[src/rtl/sonic_pkg.sv]
package sonic_pkg;

    typedef enum logic [1:0] {
        PH_SHOT_A = 2'd0,
        PH_GAP    = 2'd1,
        PH_SHOT_B = 2'd2
    } phase_e;

    localparam int SYNC_DEPTH = 2;

    function automatic int bits_for(input int n);
        return (n > 1) ? $clog2(n) : 1;
    endfunction

endpackage

[src/rtl/sonic_burst.sv]
module sonic_burst
    import sonic_pkg::*;
#(
    parameter int HALF_TICKS   = 12,
    parameter int BURST_CYCLES = 20
) (
    input  logic clk,
    input  logic rst,
    input  logic clr,
    input  logic step,
    output logic tx
);
    localparam int EDGES = 2 * BURST_CYCLES;
    localparam int HW    = bits_for(HALF_TICKS);
    localparam int TW    = bits_for(EDGES + 1);
    localparam logic [HW-1:0] HALF_LAST = HW'(HALF_TICKS - 1);
    localparam logic [TW-1:0] EDGE_END  = TW'(EDGES);

    logic [HW-1:0] half_q;
    logic [TW-1:0] edges_q;

    always_ff @(posedge clk) begin
        if (rst || clr) begin
            half_q  <= '0;
            edges_q <= '0;
            tx      <= 1'b1;
        end else if (step && (edges_q != EDGE_END)) begin
            if (half_q == HALF_LAST) begin
                half_q  <= '0;
                tx      <= ~tx;
                edges_q <= edges_q + 1'b1;
            end else begin
                half_q <= half_q + 1'b1;
            end
        end
    end
endmodule

[src/rtl/sonic_flight.sv]
module sonic_flight #(
    parameter int CNT_W = 16
) (
    input  logic             clk,
    input  logic             rst,
    input  logic             clr,
    input  logic             step,
    output logic [CNT_W-1:0] count,
    output logic             at_max
);
    always_ff @(posedge clk) begin
        if (rst || clr) begin
            count <= '0;
        end else if (step) begin
            count <= count + 1'b1;
        end
    end

    assign at_max = &count;
endmodule

[src/rtl/sonic_gap.sv]
module sonic_gap
    import sonic_pkg::*;
#(
    parameter int PERIOD_TICKS = 50000,
    parameter int PERIODS      = 10
) (
    input  logic clk,
    input  logic rst,
    input  logic clr,
    input  logic step,
    output logic last
);
    localparam int PW = bits_for(PERIOD_TICKS);
    localparam int NW = bits_for(PERIODS);
    localparam logic [PW-1:0] PER_LAST = PW'(PERIOD_TICKS - 1);
    localparam logic [NW-1:0] NUM_LAST = NW'(PERIODS - 1);

    logic [PW-1:0] sub_q;
    logic [NW-1:0] num_q;
    logic          wrap;

    assign wrap = step && (sub_q == PER_LAST);
    assign last = wrap && (num_q == NUM_LAST);

    always_ff @(posedge clk) begin
        if (rst || clr) begin
            sub_q <= '0;
            num_q <= '0;
        end else if (wrap) begin
            sub_q <= '0;
            num_q <= num_q + 1'b1;
        end else if (step) begin
            sub_q <= sub_q + 1'b1;
        end
    end
endmodule

[src/rtl/sonic_pair_ranger.sv]
module sonic_pair_ranger
    import sonic_pkg::*;
#(
    parameter int CNT_W        = 16,
    parameter int HALF_TICKS   = 12,
    parameter int BURST_CYCLES = 20,
    parameter int PERIOD_TICKS = 50000,
    parameter int PERIODS      = 10
) (
    input  logic             clk,
    input  logic             rst,
    input  logic             tick_i,
    input  logic             echo_i,
    output logic             tx_o,
    output logic [CNT_W-1:0] first_cnt_o,
    output logic [CNT_W-1:0] second_cnt_o,
    output logic             done_o,
    output logic             timeout_o,
    output logic [1:0]       phase_o
);
    phase_e                phase_q;
    logic [SYNC_DEPTH-1:0] sync_q;
    logic                  echo_prev_q;
    logic                  echo_rise;
    logic                  in_shot;
    logic                  hit;
    logic                  expire;
    logic                  gap_end;
    logic                  xfer;
    logic [CNT_W-1:0]      flight;
    logic                  flight_max;
    logic [CNT_W-1:0]      hold_q;

    // Echo synchroniser and rising-edge detector
    always_ff @(posedge clk) begin
        if (rst) begin
            sync_q      <= '0;
            echo_prev_q <= 1'b0;
        end else begin
            sync_q      <= {sync_q[SYNC_DEPTH-2:0], echo_i};
            echo_prev_q <= sync_q[SYNC_DEPTH-1];
        end
    end
    assign echo_rise = sync_q[SYNC_DEPTH-1] & ~echo_prev_q;

    assign in_shot = (phase_q != PH_GAP);
    assign hit     = in_shot && echo_rise;
    assign expire  = in_shot && tick_i && flight_max && !echo_rise;
    assign xfer    = hit || expire || gap_end;

    sonic_burst #(
        .HALF_TICKS  (HALF_TICKS),
        .BURST_CYCLES(BURST_CYCLES)
    ) u_burst (
        .clk (clk),
        .rst (rst),
        .clr (xfer),
        .step(in_shot && tick_i),
        .tx  (tx_o)
    );

    sonic_flight #(
        .CNT_W(CNT_W)
    ) u_flight (
        .clk   (clk),
        .rst   (rst),
        .clr   (xfer),
        .step  (in_shot && tick_i),
        .count (flight),
        .at_max(flight_max)
    );

    sonic_gap #(
        .PERIOD_TICKS(PERIOD_TICKS),
        .PERIODS     (PERIODS)
    ) u_gap (
        .clk (clk),
        .rst (rst),
        .clr (xfer),
        .step((phase_q == PH_GAP) && tick_i),
        .last(gap_end)
    );

    // Shot sequencer
    always_ff @(posedge clk) begin
        if (rst) begin
            phase_q      <= PH_SHOT_A;
            hold_q       <= '0;
            first_cnt_o  <= '0;
            second_cnt_o <= '0;
            done_o       <= 1'b0;
            timeout_o    <= 1'b0;
        end else begin
            done_o    <= 1'b0;
            timeout_o <= 1'b0;
            if (hit) begin
                if (phase_q == PH_SHOT_A) begin
                    hold_q  <= flight;
                    phase_q <= PH_GAP;
                end else begin
                    first_cnt_o  <= hold_q;
                    second_cnt_o <= flight;
                    done_o       <= 1'b1;
                    phase_q      <= PH_SHOT_A;
                end
            end else if (expire) begin
                timeout_o <= 1'b1;
                phase_q   <= PH_SHOT_A;
            end else if (gap_end) begin
                phase_q <= PH_SHOT_B;
            end
        end
    end

    assign phase_o = phase_q;
endmodule

[config.mk]
export PLATFORM = sky130hd
export DESIGN_NAME = sonic_pair_ranger
export DESIGN_NICKNAME = d
export VERILOG_FILES = /design/src/rtl/sonic_pkg.sv /design/src/rtl/sonic_burst.sv /design/src/rtl/sonic_flight.sv /design/src/rtl/sonic_gap.sv /design/src/rtl/sonic_pair_ranger.sv
export SDC_FILE = /design/constraint.sdc
export NUM_CORES = 1
export LEC_CHECK = 0
export BUFFER_PORTS_ARGS = -buffer_cell sky130_fd_sc_hd__buf_2
export CAP_MARGIN = 20
export CORE_ASPECT_RATIO = 0.8
export CORE_MARGIN = 4
export CORE_UTILIZATION = 30
export CTS_CLUSTER_DIAMETER = 50
export DETAILED_ROUTE_END_ITERATION = 6
export GPL_ROUTABILITY_DRIVEN = 0
export PLACE_DENSITY = 0.43
export SLEW_MARGIN = 40
export SYNTH_ARGS = -nofsm -noshare
export SYNTH_HDL_FRONTEND = slang
export SYNTH_SLANG_ARGS = --single-unit
[constraint.sdc]
create_clock -name clk -period 2.7 [get_ports clk]
set_input_delay 0.135 -clock clk [delete_from_list [all_inputs] [get_ports clk]]
set_output_delay 0.135 -clock clk [all_outputs]
set_load 0.01 [all_outputs]
## Word-level counts from Yosys, hierarchy flattened

Index checks and enable logic that the tools add are counted.
Widths: inputs -> output; s select.

- Memories: 0
- Input port bits: 4
- Output and inout port bits: 37
- Memory bits (writable): 0
- Flip-flop bits (word level): 102
- Latch bits: 0
- ROM bits: 0
- Word-level logic and storage cells: 58

- Equal/unequal tests: 6
- Divide/modulo/power cells: 0
- Shift-type cells: 0
- $add $sub $neg: 5
- Mux-type cells: 7
- $lt $le $gt $ge: 0
- Reduce and logical (&&, ||, !) cells: 21
- Multipliers: 0
- Bitwise logic cells: 5

Operators by type and width:

| kind | number |
|---|---|
| $add 16x1->16 const B | 2 |
| $eq 16x16->1 const B | 1 |
| $reduce_and 16->1 | 1 |
| $add 4x1->4 const B | 2 |
| $eq 4x4->1 const B | 2 |
| $logic_and 1x1->1 | 8 |
| $add 6x1->6 const B | 1 |
| $mux 2 | 3 |
| $ne 6x6->1 const B | 1 |
| $reduce_and 2->1 | 3 |
| $reduce_or 2->1 | 3 |
| $mux 4 | 1 |
| $not 1->1 | 4 |
| $logic_or 1x1->1 | 3 |
| $mux 1 | 3 |
| $reduce_bool 3->1 | 1 |
| $eq 2x1->1 const B | 1 |
| $logic_not 2->1 | 1 |
| $ne 2x1->1 const B | 1 |
| $and 1x1->1 | 1 |
| $logic_not 1->1 | 1 |

## Depth between registers and ports, before layout

Gate-level depths: netlist (run 1).

- Word-level depth: 8
- Gate-level depth with buffers: 8
- Gate-level depth less buffers: 6

## Hierarchy

A second synthesis (run 1) with hierarchy kept.

- Cells, all modules: 501
- Area, all modules: 4276.6 µm²

Modules (own cells, without submodules):

| module | area an instance (µm²) | cells an instance | seq. area each (µm²) | times used |
|---|---|---|---|---|
| sonic_pair_ranger | 1943.1 | 236 | 1101.1 | 1 |
| sonic_gap | 945.9 | 106 | 400.4 | 1 |
| sonic_flight | 737.0 | 85 | 320.3 | 1 |
| sonic_burst | 650.6 | 74 | 220.2 | 1 |

## Worst setup path before layout (run 1)

OpenSTA, ideal clock, no wires.

- Path type: flip-flop to flip-flop
- From: register phase_q[0], in the netlist phase_o[0]
- To: register u_burst.edges_q[0]
- Required time: 2.564 ns
- Cell stages (with the launch flop): 9
- Path slack: 0.646 ns
- Arrival: 1.918 ns
- Buffers on the path: 4
- Library setup time: 0.136 ns
- Clock period less this slack: 2.054 ns
- Path through: dfxtp_1 nor2b_1 buf_2 or4_1 buf_2 o211ai_2 buf_4 buf_4 a211oi_1

- Word-level cells in the longest chain between the ends: 7
- Elaborated cells on any way between the ends: 14
- Those cells by class: 2 x eq/ne; 12 x reduce/logical

RTL lines:

| what | line | source |
|---|---|---|
| from (decl) | sonic_pair_ranger.sv:21 | `phase_e phase_q;` |
| from (signal assigned) | sonic_pair_ranger.sv:87 | `phase_q <= PH_SHOT_A;` |
| from (signal assigned) | sonic_pair_ranger.sv:99 | `phase_q <= PH_GAP;` |
| from (signal assigned) | sonic_pair_ranger.sv:104 | `phase_q <= PH_SHOT_A;` |
| $ne 2x1->1 | sonic_pair_ranger.sv:46 | `assign in_shot = (phase_q != PH_GAP);` |
| $logic_and 1x1->1 | sonic_pair_ranger.sv:48, sonic_pair_ranger.sv:58 |  |
| $logic_and 1x1->1 (2 in a row) | sonic_pair_ranger.sv:48 | `assign expire = in_shot && tick_i && flight_max && !echo_rise;` |
| $logic_or 1x1->1 (2 in a row) | sonic_pair_ranger.sv:49 | `assign xfer = hit \|\| expire \|\| gap_end;` |
| $logic_or 1x1->1 | sonic_burst.sv:23 | `if (rst \|\| clr) begin` |
| to (signal assigned) | sonic_burst.sv:31 | `edges_q <= edges_q + 1'b1;` |
| to (decl) | sonic_burst.sv:20 | `logic [TW-1:0] edges_q;` |

Several ways; a longest one is shown, not always the timed one.
A chain may end at the register's enable or synchronous reset.

## Final worst setup path (run 1)

- From: register u_flight.count[0]
- To: register phase_q[1], in the netlist phase_o[1]

- Word-level cells in the longest chain between the ends: 5
- Elaborated cells on any way between the ends: 6
- Those cells by class: 2 x mux; 4 x reduce/logical

RTL lines:

| what | line | source |
|---|---|---|
| from (decl) | sonic_flight.sv:8 | `output logic [CNT_W-1:0] count,` |
| from (signal assigned) | sonic_flight.sv:15 | `count <= count + 1'b1;` |
| $reduce_and 16->1 * | sonic_flight.sv:19 | `assign at_max = &count;` |
| $logic_and 1x1->1 * (2 in a row) | sonic_pair_ranger.sv:48 |  |
| $mux 2 | sonic_pair_ranger.sv:106 | `end else if (expire) begin` |
| $mux 2 | sonic_pair_ranger.sv:96 | `if (hit) begin` |
| to (signal assigned) | sonic_pair_ranger.sv:99 |  |
| to (signal assigned) | sonic_pair_ranger.sv:108 | `phase_q <= PH_SHOT_A;` |
| to (signal assigned) | sonic_pair_ranger.sv:110 | `phase_q <= PH_SHOT_B;` |

Every way passes the cells marked *; elsewhere a longest branch is shown, timed or not.

==> results of run 1 <==
flip-flops by register name, summed over array words and instances, names as in the netlist, 2 cells and up:
register and cells:
phase_o 2, sync_q 2, u_gap.sub_q 16, first_cnt_o 16
hold_q 16, u_burst.edges_q 6, u_flight.count 16, u_gap.num_q 4
u_burst.half_q 4, second_cnt_o 16
Yosys cell counts, types with 2 or more instances:
cell type and n:
nor4_1 5, clkbuf_1 22, a21oi_1 48, xnor2_1 11
nor2b_1 6, a211oi_1 19, nor2_1 7, dfxtp_1 102
inv_1 11, or4_1 9, and3_1 4, and4_1 3
buf_2 5, or3_1 16, nand4b_1 2, nand2_1 114
nand2b_1 3, xor2_1 8, o31ai_1 5, a211oi_2 4
mux2i_1 3, nand4_1 11, and2_1 3, ha_1 7
nor4b_1 2, nor3_1 26, buf_4 4, o21ai_0 21
nand3_1 16
final timing paths:
| check | end | depth (start not counted) | slack (ps) |
|---|---|---|---|
| setup / recovery | phase_o[1] | 6 | 340 |
| hold / removal | phase_o[0] | 4 | 160 |
| setup reg to reg | phase_o[1] | 6 | 340 |
| hold reg to reg | sync_q[1] | 1 | 450 |
power breakdown:
part            total, W  internal, W  leakage [nW]  switching (W)
clock            0.00135     0.000739         0.149       0.000616
combinational  0.0000867    0.0000256         0.732      0.0000611
sequential       0.00152      0.00151         0.823      0.0000114
stage by stage:
stage / utilization (%) / cell area [sq um]
finish: 36.4 / 5020
CTS: 36.4 / 5020
global route: 36.4 / 5020
floorplan: - / 4310
global placement: 34.1 / 4700
detailed placement: 34.1 / 4700
routing by layer:
metal  global-route usage (%)  routed length (um)  up-vias
li1                         -                   -     1857
met4                     2.75                  87        0
met2                     19.1                4300       56
met1                     18.6                5400     1702
met3                     4.57                 431        8
met5                        0                   0        -
cell type report:
type / instances / area [sq um] / area share [%]
sequential: 102 / 2040 / 40.7
inverter: 11 / 41.3 / 0.823
timing repair buffer: 52 / 305 / 6.08
multi-input combinational: 365 / 2100 / 41.8
clock buffer: 9 / 225 / 4.49
tap: 180 / 225 / 4.49
clock inverter: 7 / 83.8 / 1.67
kinds of logic after synthesis:
| family | after synthesis | synth area share, % |
|---|---|---|
| xor+xnor | 19 | 3.86 |
| buf+inv | 42 | 4.15 |
| compound gates | 102 | 14.5 |
| simple gates | 234 | 27.4 |
| mux | 3 | 0.697 |
| fa+ha+maj | 7 | 2.03 |
| flops | 102 | 47.4 |
worst max-delay path: stages, from the launching register on:
cell      delay, ps
dfxtp_1         430
ha_1            180
nand2_1         110
or4_1           710
o211ai_4        240
buf_4           360
o21ba_2         210
==> qor.txt, run 1 <==
Outcome - completed
DRT antenna net count - 0
Most common cell after layout, fill and taps aside - nand2_1
CTS resizes - 0
Ys Warns - 0
Kind of critical path - flip-flop to flip-flop
Final period utilization - 87.4%
Core area - 0.0138 sq mm
LEAKAGE - 1.70 nW
Largest net degree at the start of global routing - 55
Worst Setup SP - u_flight.count[0]
Synth Net Count - 520
CP arrival - 2600 ps
Diode count - 0
FF-to-FF Start - u_flight.count[0]
Site Rows - 38
Synth Cell Area - 0.00431 sq mm
Final WL - 10200 um
CTS root buf - clkbuf_16
Pwr per Cell Area - 591 mW/mm^2
Hold wc startpoint - rst
Top cell type by total area after synthesis - dfxtp_1
Slew margin rel. - 53.7%
Hpwl dp - 7040 um
# Post-CTS Setup Buffers - 0
Via count - 3623
Post-Route Skew - 9.25 ps
Drt pass-1 iters - 4
Initial Utilization - 31.3%
Post-Place Setup Slack - 350 ps
Clock slew at reported path FFs - 70 ps
Clock latency at the later pin of the worst-skew pair - 350 ps
First-pass GRT wire length - 17300 um
Die height - 115 um
Routed len/inst - 14.1 um
Sequential share of the synthesized area - 47.4%
Max-cap violation count - 0
CTS tree - yes
Layout Cells excl Fill - 726
Via/cell ratio - 4.99
Peak supply drop - 0.481 mV
IO Count - 41
Die area - 0.0164 sq mm
Worst slew pin tran - 694 ps
Vias in the first global route - 3436
Share of the synthesized area in the top cell type - 47.4%
Yosys reg bits - 102
Post-Syn Area per Cell - 8.47 sq um
Period minus WS final - 2360 ps
FILL cells - 1427
Layout area overhead - 16.5%
Num Clock Sinks - 102
Hold_ws - 164 ps
CTS Buffer Depth - 2
DRC viols - 0
Crit path max fanout - 28
EDFF count, synth - 0
Max Fclk - 0.424 GHz
Crit start category - flip-flop
Tot Pwr - 0.00297 W
Placed Cells - 709
Synth area leaders - dfxtp_1 (47%), nand2_1 (9.9%), a21oi_1 (5.6%)
Most frequent cells in the layout - nand2_1 (114), dfxtp_1 (102), a21oi_1 (48)
Initial antenna violation count - 0
Die X - 142 um
Total track usage - 13.1%
Final Slew Violations - 0
Total CTS buffers - 9
Cells after synthesis - 509
Yosys cell types - 41
CP Data Required Time - 2940 ps
Setup tns final - 0 ps
# hold bufs at CTS - 1
Synth async-reset ratio - 0%
Final setup vio count - 0
DRT iter0 DRCs - 182
Post-layout net count - 552
Hold Crit Class - primary input to flip-flop
Final Hold Viols - 0
Ratio of cells with drive above 1 in the final layout - 14.1%
Main flop type after synthesis - dfxtp_1
CP endpoint kind - flip-flop
Unrepaired setup endpoints after global routing - no
Port Buffers - 40
Grt total ovfl - 0
Slack of the critical path - 341 ps
H-tree Lvls - 3
(Power assumes the default switching activity.)
==> inputs of run 2 (changes only) <==
--- a/config.mk
+++ b/config.mk
@@ -17,4 +17,5 @@
 export SLEW_MARGIN = 40
 export SYNTH_ARGS = -nofsm -noshare
 export SYNTH_HDL_FRONTEND = slang
+export SYNTH_HIERARCHICAL = 1
 export SYNTH_SLANG_ARGS = --single-unit
==> qor.txt, run 2 <==
Grt total ovfl - 0 (unchanged)
Hold Path Sink - echo_prev_q (was phase_o[0])
Diode count - 0 (unchanged)
Worst path bufs/invs - 0 (was 1)
Max-cap violation count - 0 (unchanged)
Pwr per Cell Area - 595 mW/mm^2 (was 591 mW/mm^2)
Power Internal - 0.00238 W (was 0.00228 W)
Final WL - 10200 um (about the same)
Outcome - completed (unchanged)
Die X - 141 um (was 142 um)
Synth async-reset ratio - 0% (unchanged)
Final period utilization - 93.2% (was 87.4%)
Vias in the first global route - 3339 (was 3436)
Worst r2r path cells - 7 (was 6)
Switching power - 0.000668 W (was 0.000688 W)
Largest net degree at the start of global routing - 47 (was 55)
Clock latency at the later pin of the worst-skew pair - 350 ps (about the same)
Worst slew pin tran - 734 ps (was 694 ps)
Num Clock Sinks - 102 (unchanged)
Ys Warns - 6 (was 0)
Leading cell type by number of instances after synthesis - nand2_1 (unchanged)
Terminus of the critical flop-to-flop path - u_burst/half_q[3] (was phase_o[1])
H-tree Lvls - 3 (unchanged)
Period minus WS final - 2520 ps (was 2360 ps)
Critical Path, Cell by Cell - or4b_1, or4_1, nor3_4, or2_4, nor2_2, a41oi_1, o211ai_1 (was ha_1, nand2_1, or4_1, o211ai_4, buf_4, o21ba_2)
FILL cells - 1426 (was 1427)
Site Rows - 38 (unchanged)
Setup tns final - 0 ps (unchanged)
Post-layout net count - 564 (was 552)
Peak supply drop - 0.333 mV (was 0.481 mV)
Most frequent cells in the layout - nand2_1 (117), dfxtp_1 (101), a21oi_1 (60) (was nand2_1 (114), dfxtp_1 (102), a21oi_1 (48))
Worst path depth - 7 (was 6)
Synth Cell Area - 0.00428 sq mm (was 0.00431 sq mm)
Routed len/inst - 13.9 um (was 14.1 um)
Core area - 0.0137 sq mm (was 0.0138 sq mm)
Clock slew at reported path FFs - 70 ps (about the same)
DRC viols - 0 (unchanged)
FF-to-FF Start - u_gap/sub_q[10] (was u_flight.count[0])
CTS tree - yes (unchanged)
Final Hold Viols - 0 (unchanged)
Max Fclk - 0.397 GHz (was 0.424 GHz)
Synth top cells by count - nand2_1 (117), dfxtp_1 (102), a21oi_1 (60) (was nand2_1 (114), dfxtp_1 (102), a21oi_1 (48))
Total CTS buffers - 9 (unchanged)
Synth Net Count - 512 (was 520)
Final Slew Violations - 0 (unchanged)
Ratio of cells with drive above 1 in the final layout - 17.4% (was 14.1%)
Via/cell ratio - 4.79 (was 4.99)
Initial antenna violation count - 0 (unchanged)
CP delay by family, top - simple AND/OR/NAND/NOR gates (unchanged)
Die area - 0.0162 sq mm (was 0.0164 sq mm)
Total track usage - 13.2% (was 13.1%)
Worst path slowest cell - or4_1 (unchanged)
Gate power share - 4.5% (was 2.9%)
Post-Syn Area per Cell - 8.54 sq um (was 8.47 sq um)
Slew margin rel. - 51.1% (was 53.7%)
FF-to-FF setup slack - 180 ps (was 340 ps)
Share of the synthesized area in the top cell type - 47.7% (was 47.4%)
Sequential share of the synthesized area - 47.7% (was 47.4%)
CP endpoint kind - flip-flop (unchanged)
Initial Utilization - 31.1% (was 31.3%)
Yosys reg bits - 102 (unchanged)
Hold Crit Class - primary input to flip-flop (unchanged)
CTS Buffer Depth - 2 (unchanged)
Hold wc startpoint - rst (unchanged)
DRT antenna net count - 0 (unchanged)
Switch share - 21.9% (was 23.2%)
# Post-CTS Setup Buffers - 0 (unchanged)
Main flop type after synthesis - dfxtp_1 (unchanged)
Layout area overhead - 19.7% (was 16.5%)
Share of total power in the clock network - 45.4% (was 45.7%)
Unrepaired setup endpoints after global routing - no (unchanged)
Crit start category - flip-flop (unchanged)
Power share of the sequential group - 50.1% (was 51.4%)
CP Data Required Time - 2930 ps (was 2940 ps)
Cells after synthesis - 501 (was 509)
Die height - 115 um (about the same)
EDFF count, synth - 0 (unchanged)
Hpwl dp - 7200 um (was 7040 um)
Final setup vio count - 0 (unchanged)
Post-Route Skew - 7.80 ps (was 9.25 ps)
Via count - 3532 (was 3623)
IO Count - 41 (unchanged)
CP max stage delay - 610 ps (was 710 ps)
Crit path max fanout - 13 (was 28)
First-pass GRT wire length - 17200 um (was 17300 um)
Kind of critical path - flip-flop to flip-flop (unchanged)
LEAKAGE - 1.80 nW (was 1.70 nW)
Yosys cell types - 56 (was 41)
Most common cell after layout, fill and taps aside - nand2_1 (unchanged)
Top cell type by total area after synthesis - dfxtp_1 (unchanged)
Synth area leaders - dfxtp_1 (48%), nand2_1 (10%), a21oi_1 (7.0%) (was dfxtp_1 (47%), nand2_1 (9.9%), a21oi_1 (5.6%))
CP arrival - 2740 ps (was 2600 ps)
Port Buffers - 40 (unchanged)
Hold_ws - 200 ps (was 164 ps)
Drt pass-1 iters - 4 (unchanged)
CTS root buf - clkbuf_16 (unchanged)
DRT iter0 DRCs - 166 (was 182)
Min-Delay Path Depth - 2 (was 4)
run 2: worst max-delay path by stage:
stage	slack [ps]	start	endpoint
2_1_floorplan	9	phase_o[0]	u_burst/edges_q[2]
3_3_place_gp	160	u_gap/sub_q[10]	u_burst/half_q[3]
3_5_place_dp	90	u_gap/sub_q[10]	u_burst/half_q[3]
4_1_cts	90	u_gap/sub_q[10]	u_burst/half_q[3]
5_1_grt	50	u_gap/sub_q[10]	u_burst/half_q[3]
6_report	180	u_gap/sub_q[10]	u_burst/half_q[3]
run 2: layout make-up:
cell class,instances,area (sq um),share of cell area [%]
clock buffer,10,229,4.47
clock inverter,6,86.3,1.69
inverter,11,41.3,0.807
multi-input combinational,364,2090,40.8
sequential,102,2040,39.9
tap,180,225,4.40
timing repair buffer,65,403,7.87
run 2: repair_timing:
item / CTS / global route
hold endpoints to repair: 1 / 0
hold buffers: 1 / 0
gates resized for setup: 0 / 2
setup endpoints to repair: 0 / 2
run 2: metrics by stage:
stage / total power (W) / std cells / cell area [sq um] / worst slack [ps] / util (%)
final: 0.00305 / 738 / 5120 / 184 / 37.2
after global routing: 0.00318 / 738 / 5120 / 49.5 / 37.2
after CTS: 0.00310 / 738 / 5110 / 91.0 / 37.2
after detailed placement: 0.00170 / 721 / 4780 / 94.7 / 34.8
after global placement: 0.00170 / 721 / 4780 / 165 / 34.8
after floorplan: 0.00165 / 501 / 4300 / 8.86 / -
run 2: kinds of logic (layout without fill, tap and decap cells):
kind of cell,after synthesis,in the layout,synth area share [%]
simple gates,243,243,28.6
flops,102,102,47.7
compound gates,83,83,11.1
buf+inv,35,92,3.89
xor+xnor,24,24,4.92
fa+ha+maj,7,7,2.05
mux,7,7,1.67
run 2: routing by layer:
| metal | vias to the layer above | GRT usage [%] | part of all wire (%) |
|---|---|---|---|
| li1 | 1819 | - | - |
| met1 | 1652 | 19.6 | 54 |
| met2 | 53 | 18.3 | 40 |
| met3 | 8 | 4.41 | 4.4 |
| met4 | 0 | 3.58 | 1.1 |
| met5 | - | 0 | 0 |
run 2: power groups by stage:
stage	clock network, W	logic (W)	registers (W)
after detailed placement	0	0.000138	0.00156
after CTS	0.00143	0.000139	0.00153
final	0.00138	0.000137	0.00153
after floorplan	0	0.0000878	0.00156
after global placement	0	0.000136	0.00156
after global routing	0.00150	0.000152	0.00153
